$ cat src/rtl/spi_pot_front.sv
module spi_pot_front #(
  parameter logic [3:0] DEV_ID = 4'b0101
) (
  input  logic       clk,
  input  logic       rst_n,
  input  logic       spi_sck,
  input  logic       spi_csn,
  input  logic       spi_si,
  input  logic       spi_hold_n,
  input  logic [1:0] addr_pins,
  output logic       spi_so,
  output logic       spi_so_oe,
  output logic       cmd_valid,
  output logic [2:0] cmd_op,
  output logic [1:0] cmd_reg,
  output logic [9:0] cmd_data,
  input  logic [9:0] rd_data
);
  localparam logic [2:0] OP_RD_W = 3'b100;
  localparam logic [2:0] OP_WR_W = 3'b101;
  localparam logic [2:0] OP_RD_D = 3'b110;
  localparam logic [2:0] OP_WR_D = 3'b111;
  localparam logic [2:0] OP_X_DW = 3'b010;
  localparam logic [2:0] OP_X_WD = 3'b011;
  localparam logic [2:0] OP_RD_S = 3'b001;
  localparam logic [5:0] LEN_SHORT = 6'd16;
  localparam logic [5:0] LEN_LONG  = 6'd32;

  logic [2:0] sck_sr, csn_sr;
  logic [1:0] hold_sr, si_sr;

  always_ff @(posedge clk) begin
    if (!rst_n) begin
      sck_sr  <= '0;
      csn_sr  <= '0;
      hold_sr <= '1;
      si_sr   <= '0;
    end else begin
      sck_sr  <= {sck_sr[1:0], spi_sck};
      csn_sr  <= {csn_sr[1:0], spi_csn};
      hold_sr <= {hold_sr[0], spi_hold_n};
      si_sr   <= {si_sr[0], spi_si};
    end
  end

  wire sck_s    = sck_sr[1];
  wire csn_s    = csn_sr[1];
  wire hold_s   = hold_sr[1];
  wire si_s     = si_sr[1];
  wire sck_rise = sck_s & ~sck_sr[2];
  wire sck_fall = ~sck_s & sck_sr[2];
  wire csn_rise = csn_s & ~csn_sr[2];

  logic       armed, paused, drop, tx_on, ld_rd;
  logic [5:0] bit_cnt;
  logic [7:0] rx;
  logic [9:0] wr_data, rd_lat;

  wire [7:0] rx_nxt   = {rx[6:0], si_s};
  wire       two_byte = (cmd_op == OP_X_DW) || (cmd_op == OP_X_WD);
  wire       is_write = two_byte || (cmd_op == OP_WR_W) || (cmd_op == OP_WR_D);
  wire       is_read  = (cmd_op == OP_RD_W) || (cmd_op == OP_RD_D) || (cmd_op == OP_RD_S);
  wire [5:0] frame_len = two_byte ? LEN_SHORT : LEN_LONG;
  wire [15:0] tx_word = {rd_lat[7:0], 6'b000000, rd_lat[9:8]};
  wire [3:0] tx_idx   = 4'd15 - bit_cnt[3:0];
  wire       live     = armed & ~csn_s & ~paused;
  wire       id_ok    = (rx_nxt[7:4] == DEV_ID) && !rx_nxt[3] && (rx_nxt[2:1] == addr_pins);

  always_ff @(posedge clk) begin
    if (!rst_n) begin
      armed     <= 1'b0;
      paused    <= 1'b0;
      drop      <= 1'b0;
      tx_on     <= 1'b0;
      ld_rd     <= 1'b0;
      bit_cnt   <= '0;
      rx        <= '0;
      wr_data   <= '0;
      rd_lat    <= '0;
      spi_so    <= 1'b0;
      cmd_valid <= 1'b0;
      cmd_op    <= '0;
      cmd_reg   <= '0;
      cmd_data  <= '0;
    end else begin
      ld_rd     <= 1'b0;
      cmd_valid <= csn_rise & armed & ~drop & is_write & (bit_cnt == frame_len);
      if (csn_rise) cmd_data <= wr_data;
      if (ld_rd) rd_lat <= rd_data;
      if (csn_s) begin
        armed   <= 1'b1;
        paused  <= 1'b0;
        drop    <= 1'b0;
        tx_on   <= 1'b0;
        bit_cnt <= '0;
        rx      <= '0;
        wr_data <= '0;
      end else if (armed) begin
        if (!sck_s) paused <= ~hold_s;
        if (sck_rise && !paused) begin
          rx <= rx_nxt;
          if (bit_cnt != 6'd63) bit_cnt <= bit_cnt + 6'd1;
          case (bit_cnt)
            6'd7:  if (!id_ok) drop <= 1'b1;
            6'd15: if (!drop) begin
                     cmd_op  <= rx_nxt[7:5];
                     cmd_reg <= rx_nxt[3:2];
                     ld_rd   <= 1'b1;
                     if (rx_nxt[7:5] == 3'b000) drop <= 1'b1;
                   end
            6'd23: wr_data[7:0] <= rx_nxt;
            6'd31: wr_data[9:8] <= rx_nxt[1:0];
            default: ;
          endcase
        end
        if (sck_fall && !paused && bit_cnt >= LEN_SHORT && bit_cnt < LEN_LONG) begin
          spi_so <= tx_word[tx_idx];
          tx_on  <= 1'b1;
        end
      end
    end
  end

  assign spi_so_oe = live & ~drop & tx_on & is_read;

endmodule


$ cat config.mk
export PLATFORM = sky130hd
export DESIGN_NAME = spi_pot_front
export DESIGN_NICKNAME = d
export VERILOG_FILES = /design/src/rtl/spi_pot_front.sv
export SDC_FILE = /design/constraint.sdc
export NUM_CORES = 1
export LEC_CHECK = 0
export BUFFER_PORTS_ARGS = -buffer_cell sky130_fd_sc_hd__buf_4
export CORE_UTILIZATION = 47
export CTS_BUF_LIST = sky130_fd_sc_hd__clkbuf_16
export DETAILED_ROUTE_END_ITERATION = 8
export GPL_TIMING_DRIVEN = 0
export PLACE_DENSITY = 0.7
export SYNTH_ARGS = -nofsm -noshare
export SYNTH_HDL_FRONTEND = slang
export SYNTH_SLANG_ARGS = --single-unit
$ cat constraint.sdc
create_clock -name clk -period 3.05 [get_ports clk]
set_input_delay 0.7625 -clock clk [delete_from_list [all_inputs] [get_ports clk]]
set_output_delay 0.7625 -clock clk [all_outputs]
set_load 0.02 [all_outputs]
==> metrics.cfg <==
[placed_design]
place_hpwl_mm=3.471
place_area_sq_um=2887
port-buffer-count=35
gp_congestion=0.7851

[synthesis]
synth_area_per_cell_sq_um=9.290
synthFlopType=dfxtp_1
syn_nets=293
async_flop_share_pct=0
synth_largest_area_cell=dfxtp_1
ys_ff_latch=65
synth_top_cell_area_share_pct=51.31
synth_edf_count=0
netlist-cell-type-count=36
yosys_warnings=0
synth-seq-area-share_pct=51.31
synthTopCellsByArea=dfxtp_1, mux2i_1, nor2_1
syn-cell-area_sq_um=2536
syn_inst=273

[sta]
worst_pin_slew_ps=668.8
finalSetupTns_ps=0
slew_headroom_pct=55.41
worst_hold_slack_ps=401.7
clock_skew_ps=3.704
finalSetupViolations=0
rsz0062_at_grt=false
fmax_mhz=438.3
final-hold-violation-count=0
min_period_over_period_pct=74.80
report.final.slew_viol_count=0
period_needed_ps=2281

[cts]
tritoncts=built
ctsResizeCount=0
holdBufCountCts=0
clkLatencyLatePin_ps=320
cts_max_path_buffers=2
root_buffer=clkbuf_16
cts.clk_slew.worst_paths_ps=50
clock_sink_count=65
cts_buffers=9
post_cts_buffers=0
htree_levels=3

[grt]
grt_pass1_wl_mm=8.514
grt_usage_pct=21.11
overflow=0
grt_max_degree=12
grt_pass1_vias=1832
antenna_found_initial=0

[detailed_routing]
ant_nets=0
wl_per_cell_microns=12.89
drc=0
avgViaCountPerCell=5.028
vias=1981
drtIter0Drc=66
drt-total-wl_mm=5.079
first_pass_iters=4

[cells_and_area]
area_delta_synth_final_pct=26.10
top_regs=cmd_data: 10 flops, rd_lat: 10 flops, wr_data: 10 flops
finish.net_count=339
stdcell_area_sq_um=3198
antennaDiodeCount=0
drive_above_1_share_pct=17.28

[worst_setup_path]
worst-path-max-fanout=6
end_kind=primary output
crit_path_start_kind=register
required_ps=2290
crit_type=reg2out
worst_ep_arrival_time_ps=1520

[hold_path]
hold_class=reg2reg

[pwr]
power_density_nw_per_um2=618.2
power_leakage_nw=1.245
power_w=0.001977
max-vdd-ir-drop_uv=474.6

[status]
outcome=finished clean

[floorplan]
dieWidth_microns=75.46
die_area_sq_um=5694
row_count=26
core_sq_um=5140
die_h_microns=75.46
start_util_pct=49.34
ioPinCount=36

[job]
cap_violations=0

-- worst max-delay path: stages (launching register included) --
cell and delay [ps]:
dfxtp_1 460, nor4b_1 400, nand2_1 90, nor2_1 100
buf_4 150
-- layout make-up --
class	count	area, sq um
Timing Repair Buffer	35	262.8
Inverter	5	18.77
Multi-Input combinational cell	187	1152
Clock buffer	9	225.2
Fill cell	470	1942
Buffer	16	63.81
Sequential cell	65	1301
Tap cell	70	87.58
Clock inverter	7	86.33
-- layout by cell type (no fill, tap or decap), drive strengths merged, types with 2 or more instances in the layout --
cell    Yosys  final
mux2i      29     29
bufinv      0      2
nand2b      8      8
a21oi      21     21
nor4b       2      2
nor2       39     39
a211oi      2      2
mux4        2      2
nor2b       4      4
clkinv      1      4
clkbuf     13     22
buf         3     38
xnor2       4      4
nand2      38     38
and2        8      8
a31oi       2      2
nand3       4      4
nor3        6      6
ha          2      2
dfxtp      65     65
nor4        3      3
o21ai       2      2
inv         4      5
-- layer usage --
metal	wire length (microns)	global-route usage, %	vias to the layer above
met5	0	0	-
met4	90	12.55	0
met3	226	6.349	10
met2	2411	32.64	47
met1	2350	26.06	912
li1	-	-	1012
-- synth_stat cells, types with 2 or more instances --
master	number
nor2_1	39
nand3_1	4
clkbuf_1	13
xnor2_1	4
nor4_1	3
nand2_1	38
inv_1	4
buf_1	2
nand2b_1	8
ha_1	2
mux2i_1	29
nor2b_1	4
a21oi_1	21
a211oi_1	2
nor4b_1	2
and2_1	8
dfxtp_1	65
mux4_2	2
nor3_1	5
a31oi_1	2
-- final timing paths --
path	startpoint	endpoint	slack, ps	depth (start not counted)
worst max register to register	bit_cnt[1]$_SDFFE_PP0P_	wr_data[6]$_SDFFE_PP0P_	1120	6
worst min-delay path	hold_sr[1]$_SDFF_PN1_	paused$_SDFFE_PP0P_	400	1
worst min register to register	hold_sr[1]$_SDFF_PN1_	paused$_SDFFE_PP0P_	400	1
worst max-delay path	armed$_SDFFE_PN0P_	spi_so_oe	770	4
-- per-stage QoR --
| step | std cells | setup WS [ps] | utilization, % |
|---|---|---|---|
| 2_1_floorplan | 273 | 1210 | - |
| 3_3_place_gp | 378 | 1063 | 56.16 |
| 3_5_place_dp | 378 | 1052 | 56.16 |
| 4_1_cts | 394 | 747.1 | 62.22 |
| 5_1_grt | 394 | 614.3 | 62.22 |
| 6_report | 394 | 768.7 | 62.22 |
-- where the power goes --
group	internal [W]	switching, W	leakage (nW)
sequential	0.000857	0.00000549	0.526
combinational	0.0000257	0.0000310	0.563
clock	0.000706	0.000351	0.156
total	0.00159	0.000388	1.24
-- logic make-up after synthesis --
| kind of cell | share of synthesized area (%) |
|---|---|
| xor+xnor | 1.381 |
| buf+inv | 3.256 |
| compound gates | 6.709 |
| simple gates | 23.14 |
| flops | 51.31 |
| mux | 13.22 |
| fa+ha+maj | 0.9865 |
Power figures use the tool's default switching activity.
